### src/rtl/gcnt_pkg.sv
package gcnt_pkg;
    localparam int DIGIT_W = 4;

    typedef enum logic [1:0] {
        ST_IDLE   = 2'd0,
        ST_PRIMED = 2'd1,
        ST_OPEN   = 2'd2
    } gate_state_t;
endpackage

### src/rtl/gcnt_edge_sync.sv
module gcnt_edge_sync #(
    parameter int STAGES = 2
) (
    input  logic clk,
    input  logic rst_n,
    input  logic din,
    output logic rise_o
);
    // STAGES synchroniser flops, plus one history flop for edge detection.
    logic [STAGES:0] pipe_q;

    always_ff @(posedge clk or negedge rst_n) begin
        if (!rst_n) begin
            pipe_q <= '0;
        end else begin
            pipe_q <= {pipe_q[STAGES-1:0], din};
        end
    end

    assign rise_o = pipe_q[STAGES-1] & ~pipe_q[STAGES];
endmodule

### src/rtl/gcnt_gate_ctrl.sv
module gcnt_gate_ctrl
    import gcnt_pkg::*;
(
    input  logic clk,
    input  logic rst_n,
    input  logic clear_i,
    input  logic arm_i,
    input  logic gate_edge_i,
    output logic prime_o,
    output logic gate_o,
    output logic done_o
);
    gate_state_t state_q, state_d;

    // Next-state logic.
    always_comb begin
        state_d = state_q;
        unique case (state_q)
            ST_IDLE:   if (arm_i)       state_d = ST_PRIMED;
            ST_PRIMED: if (gate_edge_i) state_d = ST_OPEN;
            ST_OPEN:   if (gate_edge_i) state_d = ST_IDLE;
            default:                    state_d = ST_IDLE;
        endcase
        if (clear_i) state_d = ST_IDLE;
    end

    // State register.
    always_ff @(posedge clk or negedge rst_n) begin
        if (!rst_n) begin
            state_q <= ST_IDLE;
        end else begin
            state_q <= state_d;
        end
    end

    // Outputs decoded from the state.
    always_comb begin
        prime_o = 1'b0;
        gate_o  = 1'b0;
        done_o  = 1'b0;
        unique case (state_q)
            ST_IDLE:   done_o  = 1'b1;
            ST_PRIMED: prime_o = 1'b1;
            ST_OPEN:   gate_o  = 1'b1;
            default:   done_o  = 1'b1;
        endcase
    end

    p_arm_primes_r2: assert property (@(posedge clk) disable iff (!rst_n)
        arm_i && done_o && !clear_i |=> !done_o && !gate_o);

    p_open_after_prime_r3: assert property (@(posedge clk) disable iff (!rst_n)
        $rose(gate_o) |-> $past(prime_o) && $past(gate_edge_i));

    p_close_on_edge_r4: assert property (@(posedge clk) disable iff (!rst_n)
        gate_o && gate_edge_i |=> done_o);

    p_done_after_close_r5: assert property (@(posedge clk) disable iff (!rst_n)
        $fell(gate_o) |-> done_o);
endmodule

### src/rtl/gcnt_decade_chain.sv
module gcnt_decade_chain
    import gcnt_pkg::*;
#(
    parameter int NUM_DEC  = 4,
    parameter int EXT_LO_W = 16,
    parameter int EXT_HI_W = 8
) (
    input  logic                          clk,
    input  logic                          rst_n,
    input  logic                          clear_i,
    input  logic                          inc_i,
    output logic [NUM_DEC*DIGIT_W-1:0]    bcd_o,
    output logic [EXT_LO_W+EXT_HI_W-1:0]  ext_o
);
    localparam logic [DIGIT_W-1:0] DIG_MAX = DIGIT_W'(9);

    logic [NUM_DEC:0] carry;
    assign carry[0] = inc_i;

    for (genvar g = 0; g < NUM_DEC; g++) begin : g_dec
        logic [DIGIT_W-1:0] dig_q;

        always_ff @(posedge clk or negedge rst_n) begin
            if (!rst_n) begin
                dig_q <= '0;
            end else if (clear_i) begin
                dig_q <= '0;
            end else if (carry[g]) begin
                dig_q <= (dig_q == DIG_MAX) ? '0 : dig_q + 1'b1;
            end
        end

        assign carry[g+1] = carry[g] & (dig_q == DIG_MAX);
        assign bcd_o[g*DIGIT_W +: DIGIT_W] = dig_q;

        p_digit_range_r6: assert property (@(posedge clk) disable iff (!rst_n)
            dig_q <= DIG_MAX);
    end

    logic [EXT_LO_W-1:0] lo_q;
    logic [EXT_HI_W-1:0] hi_q;
    logic                lo_wrap;

    assign lo_wrap = carry[NUM_DEC] & (&lo_q);

    always_ff @(posedge clk or negedge rst_n) begin
        if (!rst_n) begin
            lo_q <= '0;
            hi_q <= '0;
        end else if (clear_i) begin
            lo_q <= '0;
            hi_q <= '0;
        end else begin
            if (carry[NUM_DEC]) lo_q <= lo_q + 1'b1;
            if (lo_wrap)        hi_q <= hi_q + 1'b1;
        end
    end

    assign ext_o = {hi_q, lo_q};

    p_ext_hold_r7: assert property (@(posedge clk) disable iff (!rst_n)
        !carry[NUM_DEC] && !clear_i |=> $stable(ext_o));

    p_bcd_hold_r6: assert property (@(posedge clk) disable iff (!rst_n)
        !inc_i && !clear_i |=> $stable(bcd_o));
endmodule

### src/rtl/gcnt_gated_counter.sv
module gcnt_gated_counter
    import gcnt_pkg::*;
#(
    parameter int NUM_DEC     = 4,
    parameter int EXT_LO_W    = 16,
    parameter int EXT_HI_W    = 8,
    parameter int REF_DIV     = 8,
    parameter int SYNC_STAGES = 2
) (
    input  logic                         clk,
    input  logic                         rst_n,
    input  logic                         clear_i,
    input  logic                         arm_i,
    input  logic                         period_i,
    input  logic                         sel_b_i,
    input  logic                         chan_a_i,
    input  logic                         chan_b_i,
    input  logic                         timebase_i,
    output logic                         done_o,
    output logic                         gate_open_o,
    output logic [NUM_DEC*DIGIT_W-1:0]   bcd_o,
    output logic [EXT_LO_W+EXT_HI_W-1:0] ext_o
);
    localparam int REF_CW = (REF_DIV > 2) ? $clog2(REF_DIV) : 1;
    localparam logic [REF_CW-1:0] REF_LAST = REF_CW'(REF_DIV - 1);
    localparam int N_IN = 3;
    localparam int IDX_A = 0;
    localparam int IDX_B = 1;
    localparam int IDX_T = 2;

    // Reference tick generator for period mode.
    logic [REF_CW-1:0] ref_q;
    logic              ref_tick;

    always_ff @(posedge clk or negedge rst_n) begin
        if (!rst_n) begin
            ref_q <= '0;
        end else begin
            ref_q <= (ref_q == REF_LAST) ? '0 : ref_q + 1'b1;
        end
    end

    assign ref_tick = (ref_q == REF_LAST);

    // Resample every external input and detect its rising edges.
    logic [N_IN-1:0] raw_in;
    logic [N_IN-1:0] rise;

    assign raw_in = {timebase_i, chan_b_i, chan_a_i};

    for (genvar i = 0; i < N_IN; i++) begin : g_sync
        gcnt_edge_sync #(.STAGES(SYNC_STAGES)) u_sync (
            .clk    (clk),
            .rst_n  (rst_n),
            .din    (raw_in[i]),
            .rise_o (rise[i])
        );
    end

    // Pick the counted source and the gating source for the mode.
    logic cnt_edge, gate_edge, prime, gate, done;

    always_comb begin
        if (period_i) begin
            cnt_edge  = ref_tick;
            gate_edge = rise[IDX_A];
        end else begin
            cnt_edge  = sel_b_i ? rise[IDX_B] : rise[IDX_A];
            gate_edge = rise[IDX_T];
        end
    end

    gcnt_gate_ctrl u_ctrl (
        .clk         (clk),
        .rst_n       (rst_n),
        .clear_i     (clear_i),
        .arm_i       (arm_i),
        .gate_edge_i (gate_edge),
        .prime_o     (prime),
        .gate_o      (gate),
        .done_o      (done)
    );

    gcnt_decade_chain #(
        .NUM_DEC  (NUM_DEC),
        .EXT_LO_W (EXT_LO_W),
        .EXT_HI_W (EXT_HI_W)
    ) u_chain (
        .clk     (clk),
        .rst_n   (rst_n),
        .clear_i (clear_i),
        .inc_i   (gate & cnt_edge),
        .bcd_o   (bcd_o),
        .ext_o   (ext_o)
    );

    assign done_o      = done;
    assign gate_open_o = gate;

    p_one_state_r5: assert property (@(posedge clk) disable iff (!rst_n)
        $onehot0({prime, gate}) && (done == !(prime | gate)));

    p_closed_no_count_r6: assert property (@(posedge clk) disable iff (!rst_n)
        !gate && !clear_i |=> $stable(bcd_o));
endmodule

### config.mk
export PLATFORM = sky130hd
export DESIGN_NAME = gcnt_gated_counter
export DESIGN_NICKNAME = d
export VERILOG_FILES = /design/src/rtl/gcnt_pkg.sv /design/src/rtl/gcnt_edge_sync.sv /design/src/rtl/gcnt_gate_ctrl.sv /design/src/rtl/gcnt_decade_chain.sv /design/src/rtl/gcnt_gated_counter.sv
export SDC_FILE = /design/constraint.sdc
export NUM_CORES = 1
export LEC_CHECK = 0
export BUFFER_PORTS_ARGS = -buffer_cell sky130_fd_sc_hd__clkbuf_2
export CAP_MARGIN = 25
export CORE_MARGIN = 1.5
export CORE_UTILIZATION = 60
export DETAILED_ROUTE_END_ITERATION = 10
export GPL_ROUTABILITY_DRIVEN = 0
export PLACE_DENSITY = 0.87
export SYNTH_ARGS = -nofsm -noshare
export SYNTH_HDL_FRONTEND = slang
export SYNTH_HIERARCHICAL = 1
export SYNTH_SLANG_ARGS = --single-unit
export TNS_END_PERCENT = 5
### constraint.sdc
create_clock -name clk -period 3.5 [get_ports clk]
set_input_delay 0.35 -clock clk [delete_from_list [all_inputs] [get_ports clk]]
set_output_delay 0.35 -clock clk [all_outputs]
set_load 0.02 [all_outputs]
# Yosys cells after proc, flatten, opt, wreduce, memory -nomap -nowiden
# Cells that the tools add are included.
[word_totals]
elab_cells = 77
input_bits = 9
output_inout_bits = 42
register_bits = 54
[classes]
n_addsub = 7
eq_ne = 10
n_mux = 27
reduce_logical = 10
bitwise = 12
[ops]
columns = ["cell", "n"]
rows = [
  ["$mux 4", 12],
  ["$mux 16", 2],
  ["$add 16x1->16 const B", 1],
  ["$add 4x1->4 const B", 4],
  ["$eq 4x4->1 const B", 4],
  ["$mux 8", 2],
  ["$reduce_and 16->1", 1],
  ["$reduce_bool 2->1", 6],
  ["$and 1x1->1", 9],
  ["$ne 3x3->1 const B", 3],
  ["$add 8x1->8 const B", 1],
  ["$mux 2", 4],
  ["$pmux 2 s3", 1],
  ["$mux 1", 5],
  ["$add 3x1->3 const B", 1],
  ["$eq 3x3->1 const B", 1],
  ["$mux 3", 1],
  ["$not 1->1", 3],
  ["$reduce_and 3->1", 1],
  ["$eq 2x1->1 const B", 1],
  ["$eq 2x2->1 const B", 1],
  ["$logic_not 2->1", 1],
  ["$reduce_or 2->1", 1],
]

# Depth between registers and ports, before layout
# Gate-level depths: netlist of run 1.
[logic_depth]
depth_word = 12
mapped_depth = 11
depth_no_buf = 8

# Cells and area by module
# The synthesis of run 1 kept the hierarchy.
[modules_own_cells]
columns = ["mod", "area_per_inst_um2", "seq_area_each_um2", "n_inst", "cells_per_inst"]
rows = [
  ["gcnt_decade_chain", 2318.5, 1001.0, 1, 248],
  ["gcnt_edge_sync", 88.8, 75.1, 3, 4],
  ["gcnt_gate_ctrl", 187.7, 50.0, 1, 18],
  ["gcnt_gated_counter", 148.9, 75.1, 1, 11],
]

# Least setup slack after synthesis of run 1
# Ideal clock, no wire load.
[synth_timing]
path_type = "register -> register"
startpoint = "register u_ctrl.state_q[0]"
endpoint = "register u_chain.hi_q[5]"
setup_time_ns = 0.125
path_stages_with_launch = 9
slack_ns = 1.150
period_less_slack_ns = 2.350
required_ns = 3.375
n_path_buf = 1
arrival_time_ns = 2.225
path_cell_list = "dfrtp_1 -> inv_1 -> ha_1 -> o211a_1 -> and4b_1 -> buf_6 -> nand4_1 -> nor4_1 -> mux2_2"
[synth_between]
elab_chain_cells = 9
[synth_lines]
columns = ["element", "line_no", "rtl"]
rows = [
  ["start, declared", "gcnt_gate_ctrl.sv:13", "gate_state_t state_q, state_d;"],
  ["start signal, assigned", "gcnt_gate_ctrl.sv:32", "state_q <= state_d;"],
  ["$eq 2x2->1", "gcnt_gate_ctrl.sv:41", "unique case (state_q)"],
  ["$mux 1", "gcnt_gate_ctrl.sv:41", ""],
  ["net gate_open_o", "gcnt_gated_counter.sv:20", "output logic gate_open_o,"],
  ["$and 1x1->1", "gcnt_gated_counter.sv:92", ".inc_i (gate & cnt_edge),"],
  ["$and 1x1->1 (4 in series)", "gcnt_decade_chain.sv:33", "assign carry[g+1] = carry[g] & (dig_q == DIG_MAX);"],
  ["$and 1x1->1", "gcnt_decade_chain.sv:44", "assign lo_wrap = carry[NUM_DEC] & (&lo_q);"],
  ["$reduce_bool 2->1 (no line)", "-", ""],
  ["end signal, assigned", "gcnt_decade_chain.sv:55", "if (lo_wrap) hi_q <= hi_q + 1'b1;"],
  ["end, declared", "gcnt_decade_chain.sv:41", "logic [EXT_HI_W-1:0] hi_q;"],
]
# The timed path passes the listed nets, and every way through them passes these cells.
# A chain may end at the register's enable or synchronous reset.

# Worst setup path after layout of run 1
[layout_timing]
startpoint = "register ref_q[0]"
endpoint = "register u_chain.lo_q[5]"
[layout_between]
elab_chain_cells = 8
[layout_lines]
columns = ["element", "line_no", "rtl"]
rows = [
  ["start, declared", "gcnt_gated_counter.sv:32", "logic [REF_CW-1:0] ref_q;"],
  ["start signal, assigned", "gcnt_gated_counter.sv:39", "ref_q <= (ref_q == REF_LAST) ? '0 : ref_q + 1'b1;"],
  ["$eq 3x3->1", "gcnt_gated_counter.sv:43", "assign ref_tick = (ref_q == REF_LAST);"],
  ["$mux 1", "gcnt_gated_counter.sv:64", "if (period_i) begin"],
  ["$and 1x1->1", "gcnt_gated_counter.sv:92", ""],
  ["$and 1x1->1 (4 in series)", "gcnt_decade_chain.sv:33", ""],
  ["$reduce_bool 2->1 (no line)", "-", ""],
  ["end signal, assigned", "gcnt_decade_chain.sv:54", "if (carry[NUM_DEC]) lo_q <= lo_q + 1'b1;"],
  ["end, declared", "gcnt_decade_chain.sv:40", "logic [EXT_LO_W-1:0] lo_q;"],
]
# Every way passes these cells.

==> results of run 1 <==
[path summary, 6_finish.rpt]
kind,end,cells past startpoint
worst min register to register,g_sync[1].u_sync/pipe_q[1],0
max in group asynchronous,u_chain/lo_q[11],2
worst max register to register,u_chain/lo_q[5],8
worst min-delay path,g_sync[0].u_sync/pipe_q[2],1
min in group clk,g_sync[0].u_sync/pipe_q[0],1
worst max-delay path,u_chain/lo_q[5],8
[cells in the mapped netlist, types with 2 or more instances]
master | instances | area (um^2)
sky130_fd_sc_hd__buf_2 | 2 | 10.0
sky130_fd_sc_hd__nand2_1 | 20 | 75.1
sky130_fd_sc_hd__or4_1 | 12 | 90.1
sky130_fd_sc_hd__nand4b_1 | 2 | 17.5
sky130_fd_sc_hd__mux2i_1 | 4 | 40.0
sky130_fd_sc_hd__and2_1 | 2 | 12.5
sky130_fd_sc_hd__and3b_1 | 3 | 26.3
sky130_fd_sc_hd__ha_1 | 16 | 200
sky130_fd_sc_hd__nor3_1 | 3 | 15.0
sky130_fd_sc_hd__nor2b_4 | 3 | 41.3
sky130_fd_sc_hd__xnor2_1 | 3 | 26.3
sky130_fd_sc_hd__inv_1 | 13 | 48.8
sky130_fd_sc_hd__nor2_1 | 17 | 63.8
sky130_fd_sc_hd__nand3b_1 | 2 | 15.0
sky130_fd_sc_hd__nand2b_1 | 3 | 18.8
sky130_fd_sc_hd__buf_6 | 2 | 22.5
sky130_fd_sc_hd__o21ai_0 | 11 | 55.1
sky130_fd_sc_hd__dfrtp_1 | 54 | 1350
sky130_fd_sc_hd__nand4_1 | 6 | 37.5
sky130_fd_sc_hd__nand3_1 | 13 | 65.1
sky130_fd_sc_hd__or3_1 | 9 | 56.3
sky130_fd_sc_hd__mux2_2 | 6 | 67.6
sky130_fd_sc_hd__nor2b_1 | 6 | 37.5
sky130_fd_sc_hd__o31ai_1 | 11 | 82.6
sky130_fd_sc_hd__a31oi_1 | 2 | 12.5
sky130_fd_sc_hd__a21oi_1 | 28 | 140
sky130_fd_sc_hd__clkbuf_1 | 7 | 26.3
sky130_fd_sc_hd__and4_1 | 6 | 52.6
sky130_fd_sc_hd__nor4_1 | 7 | 43.8
[cell families after synthesis]
family / Yosys count
AND/OR/NAND/NOR: 120
adder cells (fa/ha/maj): 16
flip-flops: 54
AO/OA/AOI/OAI: 60
buffers and inverters: 24
multiplexers: 11
XOR/XNOR: 4
[per-layer routing]
metal  vias to the layer above  global-route usage, %  routed length, um
li1                       1158                      -                  -
met3                         7                   4.70                289
met2                        76                   39.1               2970
met5                         -                      0                  0
met1                      1189                   30.6               2790
met4                         0                   7.97                 58
[flip-flops by register name, indices dropped and copies added (netlist names)]
name	cells
u_chain/hi_q	8
ref_q	3
u_ctrl/state_q	2
u_chain/g_dec.dig_q	16
u_chain/lo_q	16
g_sync.u_sync/pipe_q	9
[cell type report]
class | instances | area share, %
Sequential cell | 54 | 40.7
Timing Repair Buffer | 53 | 8.82
Inverter | 13 | 1.47
Tap cell | 54 | 2.04
Clock buffer | 5 | 2.07
Clock inverter | 3 | 0.792
Multi-Input combinational cell | 211 | 44.1
[worst max-delay path: stages (launching register included)]
cell	delay (ns)
sky130_fd_sc_hd__dfrtp_1	0.36
sky130_fd_sc_hd__ha_1	0.15
sky130_fd_sc_hd__ha_1	0.18
sky130_fd_sc_hd__nand2b_1	0.11
sky130_fd_sc_hd__o211a_1	0.24
sky130_fd_sc_hd__and4b_1	0.45
sky130_fd_sc_hd__nand4_4	0.41
sky130_fd_sc_hd__or4_1	0.64
sky130_fd_sc_hd__a21oi_1	0.18
[layout by cell type (no fill, tap or decap), types with 2 or more instances in the layout]
master and instances:
sky130_fd_sc_hd__dfrtp_1 54, sky130_fd_sc_hd__clkbuf_2 50, sky130_fd_sc_hd__a21oi_1 28, sky130_fd_sc_hd__nand2_1 20, sky130_fd_sc_hd__nor2_1 17, sky130_fd_sc_hd__ha_1 16
sky130_fd_sc_hd__inv_1 13, sky130_fd_sc_hd__nand3_1 13, sky130_fd_sc_hd__or4_1 12, sky130_fd_sc_hd__o31ai_1 11, sky130_fd_sc_hd__o21ai_0 11, sky130_fd_sc_hd__or3_1 9
sky130_fd_sc_hd__nor4_1 7, sky130_fd_sc_hd__mux2_2 6, sky130_fd_sc_hd__nor2b_1 6, sky130_fd_sc_hd__and4_1 6, sky130_fd_sc_hd__nand4_1 6, sky130_fd_sc_hd__clkbuf_8 5
sky130_fd_sc_hd__mux2i_1 4, sky130_fd_sc_hd__nand2b_1 3, sky130_fd_sc_hd__clkinv_4 3, sky130_fd_sc_hd__nor2b_4 3, sky130_fd_sc_hd__and3b_1 3, sky130_fd_sc_hd__xnor2_1 3
sky130_fd_sc_hd__nor3_1 3, sky130_fd_sc_hd__nand3b_1 2, sky130_fd_sc_hd__nand4b_1 2, sky130_fd_sc_hd__and2_1 2, sky130_fd_sc_hd__a31oi_1 2, sky130_fd_sc_hd__buf_4 2
[through the flow]
| step | power, mW | hold slack [ns] | utilization [%] | area, um^2 |
|---|---|---|---|---|
| floorplan | 0.707 | 0.0544 | - | 2920 |
| global placement | 0.738 | 0.333 | 68.1 | 3200 |
| detailed placement | 0.743 | 0.343 | 68.1 | 3200 |
| CTS | 1.10 | 0.127 | 70.1 | 3290 |
| global route | 1.14 | 0.0222 | 70.7 | 3320 |
| finish | 1.10 | -0.00752 | 70.7 | 3320 |
[power by group through the flow]
stage               combinational, mW  sequential [mW]  clock, mW
floorplan                      0.0559            0.651          0
global placement               0.0867            0.651          0
detailed placement             0.0908            0.653          0
CTS                            0.0912            0.640      0.371
global route                    0.104            0.641      0.393
finish                         0.0935            0.640      0.362
==> results.py, run 1 <==
metrics = {
    "run_status": {
        "status": "finished, violations left",
        "violations": "hold timing",
    },
    "setup_path": {
        "setup.worst_path.class": "reg2reg",
        "critical_path_startpoint": "ref_q[0]",
        "timing.critical_path.arrival_ns": 3.04,
        "startpoint_type_of_the_worst_setup_path": "flip-flop",
        "rrSetupSlack_ns": 0.68,
        "end_kind": "flip-flop",
        "timing.critical_path.fanout_max": 33,
        "r2r-start": "ref_q[0]",
        "crit_required_ns": 3.72,
    },
    "finish": {
        "final_cell_count_no_fill": 393,
        "regArea_um2": 1350,
        "area_of_the_multi_input_gates_um2": 1460,
        "post_route_cells_drive_above_1_share_pct": 22.4,
        "syn_to_final_growth_pct": 13.6,
        "filler_cell_count": 353,
        "n_antenna_cell": 0,
        "nNetsFinal": 363,
    },
    "timing": {
        "period_needed_ns": 2.82,
        "post-route-period-util_pct": 80.5,
        "tns_ns": 0,
        "worst_slew_margin_rel_pct": 44.1,
        "hold_violations": 8,
        "fin_skew_ns": 0.00841,
        "postLayoutSetupSlackWorst_ns": 0.682,
        "drv_slew": 0,
        "setup_repair_after_global_routing_missed_its_margin": "false",
        "maxClockFrequency_ghz": 0.355,
        "timing.final.setup_violations": 0,
        "max_slew.worst_pin.slew_ns": 0.838,
        "hold_slack_ns": -0.00752,
    },
    "routing": {
        "avgViaCountPerCell": 6.18,
        "detail_route.drc_violations": 0,
        "routed_wl_um": 6110,
        "vias": 2430,
        "initial_drt_markers": 213,
        "drt-wirelength-per-cell_um": 15.5,
        "detail-route-antenna-nets": 0,
        "drtPass1Iterations": 4,
    },
    "cts": {
        "tritoncts.num_buffers": 5,
        "clk_root_buffer_cell": "sky130_fd_sc_hd__clkbuf_8",
        "clock_insertion_delay_worst_skew_ns": 0.32,
        "ctsHtreeMaxLevel": 2,
        "tritoncts": "yes",
        "ctsResizeCount": 0,
        "cts.reportedPaths.clkPinSlew_ns": 0.10,
        "cts_sinks": 54,
        "cts_hold_buf": 0,
        "clock_path_buffers": 2,
        "cts_post_setup_buffers_inserted": 0,
    },
    "synthesis": {
        "yosys_most_used_dff": "sky130_fd_sc_hd__dfrtp_1",
        "yosys_reg_bits": 54,
        "post_synthesis_async_set_or_reset_flop_share_pct": 100,
        "fraction_of_the_mapped_netlist_area_in_compound_gates_pct": 12.6,
        "seq_area_frac_synth_pct": 46.3,
        "dominant_combinational_cell_family_by_area_after_synthesis": "simple AND/OR/NAND/NOR gates",
        "yosys.area_share.adder_pct": 6.85,
        "synth_edf_count": 0,
        "mappedNetlistArea_um2": 2920,
        "synth_simple_gate_area_share_pct": 25.4,
        "synthesis.nets": 314,
        "synth_cell_type_count": 45,
        "netlist_instances": 289,
        "synth_xor_area_share_pct": 1.20,
        "synthesis.yosys.warnings": 6,
        "yosys-mux-area-fraction_pct": 4.07,
        "synthesis.area_per_instance_um2": 10.1,
    },
    "floorplanning": {
        "start_util_pct": 62.3,
        "die-area_um2": 5300,
        "die_width_um": 72.8,
        "floorplan.die.height_um": 72.8,
        "ios": 51,
        "rows": 25,
        "floorplan.core_area_um2": 4690,
    },
    "run": {
        "maxCapViolations": 0,
    },
    "placed_design": {
        "port_buffers": 50,
        "hpwlAfterDp_um": 4130,
        "placed_cells": 384,
        "worst_setup_slack_after_placement_ns": 0.726,
    },
    "power": {
        "p_clk_share_pct": 33.1,
        "power-per-cell-area_nw_per_um2": 330,
        "peakVddDrop_uv": 233,
        "switching_share_of_power_pct": 25.6,
        "share_comb_of_total_power_pct": 8.5,
        "power.internal_uw": 815,
        "seq_power_share_pct": 58.4,
        "p_sw_uw": 281,
        "p_leak_nw": 1.51,
    },
    "global_routing": {
        "grt_pass1_vias": 2127,
        "number_of_antenna_violations_at_the_first_check_in_global_routing": 0,
        "first_pass_grt_wire_length_um": 9690,
        "pin_count_of_the_biggest_net_entering_global_routing": 41,
        "overflow_left_after_global_routing": 0,
        "grt_use_total_pct": 23.5,
    },
    "hold_path": {
        "hold_path_class": "in2async",
    },
}
(Power assumes the default switching activity.)
==> run 2: changes to the inputs <==
CORE_UTILIZATION = 56   (was 60)
PLACE_DENSITY = 0.82   (was 0.87)
clock period = 2.6 ns   (was 3.5 ns; I/O delays follow)
==> results.py, run 2 (synthesis results as in run 1) <==
metrics = {
    "routing": {
        "initial_drt_markers": 219,
        "detail_route.drc_violations": 0,
        "avgViaCountPerCell": 5.91,
        "drt-wirelength-per-cell_um": 15.1,
        "vias": 2453,
        "drtPass1Iterations": 4,
        "detail-route-antenna-nets": 0,
        "routed_wl_um": 6280,
    },
    "global_routing": {
        "grt_use_total_pct": 22.6,
        "grt_pass1_vias": 2137,
        "overflow_left_after_global_routing": 0,
        "number_of_antenna_violations_at_the_first_check_in_global_routing": 0,
        "first_pass_grt_wire_length_um": 9720,
        "pin_count_of_the_biggest_net_entering_global_routing": 38,
    },
    "placed_design": {
        "port_buffers": 50,
        "hpwlAfterDp_um": 4270,
        "placed_cells": 405,
        "worst_setup_slack_after_placement_ns": 0.161,
    },
    "setup_path": {
        "timing.critical_path.arrival_ns": 2.66,
        "crit_path_cell_trace": "inv_1 -> ha_1 -> o211a_1 -> and4b_2 -> nand4_1 -> nor4_1 -> mux2_2",
        "crit_required_ns": 2.80,
        "timing.critical_path.fanout_max": 5,
        "end_kind": "flip-flop",
        "crit_buf_inv": 1,
        "crit_family": "simple AND/OR/NAND/NOR gates",
        "setup.worst_path.class": "reg2reg",
        "slowest_stage": "sky130_fd_sc_hd__dfrtp_1",
        "startpoint_type_of_the_worst_setup_path": "flip-flop",
        "max_stage_delay_ns": 0.42,
    },
    "timing": {
        "hold_violations": 0,
        "setup_repair_after_global_routing_missed_its_margin": "true",
        "max_slew.worst_pin.slew_ns": 0.739,
        "maxClockFrequency_ghz": 0.406,
        "worst_slew_margin_rel_pct": 50.7,
        "period_needed_ns": 2.46,
        "timing.final.setup_violations": 0,
        "postLayoutSetupSlackWorst_ns": 0.138,
        "drv_slew": 0,
        "post-route-period-util_pct": 94.7,
        "fin_skew_ns": 0.0109,
        "hold_slack_ns": 0.0461,
    },
    "floorplanning": {
        "ios": 51,
        "rows": 26,
        "floorplan.core_area_um2": 5070,
        "start_util_pct": 57.6,
        "die_width_um": 75.2,
        "floorplan.die.height_um": 75.2,
        "die-area_um2": 5660,
    },
    "finish": {
        "regArea_um2": 1350,
        "filler_cell_count": 442,
        "final_cell_count_no_fill": 415,
        "syn_to_final_growth_pct": 15.4,
        "post_route_cells_drive_above_1_share_pct": 24.1,
        "area_of_the_multi_input_gates_um2": 1480,
        "mostFrequentLayoutCell": "sky130_fd_sc_hd__dfrtp_1",
        "n_antenna_cell": 0,
        "layout.cells.most_common_list": "54 x sky130_fd_sc_hd__dfrtp_1, 50 x sky130_fd_sc_hd__clkbuf_2, 28 x sky130_fd_sc_hd__a21oi_1",
        "nNetsFinal": 369,
        "layout_top_registers": "u_chain/g_dec.dig_q: 16 flops, u_chain/lo_q: 16 flops, g_sync.u_sync/pipe_q: 9 flops",
        "finish.utilization_pct": 66.4,
    },
    "cts": {
        "clock_insertion_delay_worst_skew_ns": 0.32,
        "clk_root_buffer_cell": "sky130_fd_sc_hd__clkbuf_8",
        "clock_path_buffers": 2,
        "cts.reportedPaths.clkPinSlew_ns": 0.09,
        "ctsHtreeMaxLevel": 2,
        "cts_post_setup_buffers_inserted": 0,
        "tritoncts": "yes",
        "cts_sinks": 54,
        "tritoncts.num_buffers": 5,
    },
    "power": {
        "switching_share_of_power_pct": 25.1,
        "p_clk_share_pct": 32.3,
        "peakVddDrop_uv": 288,
        "power.internal_mw": 1.09,
        "p_sw_uw": 364,
        "share_comb_of_total_power_pct": 8.5,
        "p_leak_nw": 1.53,
        "power-per-cell-area_nw_per_um2": 431,
        "seq_power_share_pct": 59.2,
    },
    "run_status": {
        "status": "finished clean",
    },
    "hold_path": {
        "hold_path_class": "in2reg",
    },
    "run": {
        "maxCapViolations": 0,
    },
}
[run 2: cell types whose count changed in the layout (fill, tap and decap cells not counted), sizes merged]
cell	delta
buf	+4
clkinv	-1
clkinvlp	+1
dlygate4sd3	+1
nand4	+1
[run 2: cell type report]
| type | count | area share [%] |
|---|---|---|
| sequential | 54 | 40.1 |
| multi-input combinational | 212 | 43.9 |
| tap | 70 | 2.60 |
| clock buffer | 5 | 2.04 |
| timing repair buffer | 58 | 9.28 |
| clock inverter | 3 | 0.631 |
| inverter | 13 | 1.45 |
[run 2: metrics by stage]
stage	setup TNS, ns	instance area (um^2)	power, mW
2_1_floorplan	0	2920	0.952
3_3_place_gp	0	3250	0.995
3_5_place_dp	0	3250	1.00
4_1_cts	0	3350	1.47
5_1_grt	-0.00908	3370	1.52
6_report	0	3370	1.45
[run 2: power by group through the flow]
stage	clock network [mW]	logic (mW)	registers, mW
floorplan	0	0.0752	0.877
global placement	0	0.118	0.877
detailed placement	0	0.124	0.878
finish	0.470	0.124	0.861
CTS	0.485	0.126	0.861
global route	0.515	0.139	0.862
[run 2: what timing repair did]
action	CTS	global route
hold endpoints to repair	54	0
gates resized for setup	0	2
endpoints found under the setup margin	0	13
hold buffers	1	0
[run 2: path summary, 6_finish.rpt]
path,cells past startpoint,startpoint,endpoint,slack [ns]
worst min-delay path,1,timebase_i,g_sync[2].u_sync/pipe_q[0],0.05
worst max register to register,7,u_ctrl/state_q[0],u_chain/hi_q[7],0.14
worst min register to register,0,g_sync[0].u_sync/pipe_q[0],g_sync[0].u_sync/pipe_q[1],0.35
min in group asynchronous,3,rst_n,u_chain/lo_q[5],0.47
max in group asynchronous,3,rst_n,u_chain/lo_q[11],1.81
worst max-delay path,7,u_ctrl/state_q[0],u_chain/hi_q[7],0.14
[run 2: routing by layer]
metal / track usage (%) / up-vias / wire length (um)
met2: 37.3 / 76 / 3110
li1: - / 1170 / -
met1: 30.0 / 1199 / 2770
met5: 0 / - / 0
met4: 8.73 / 0 / 90
met3: 4.02 / 8 / 305
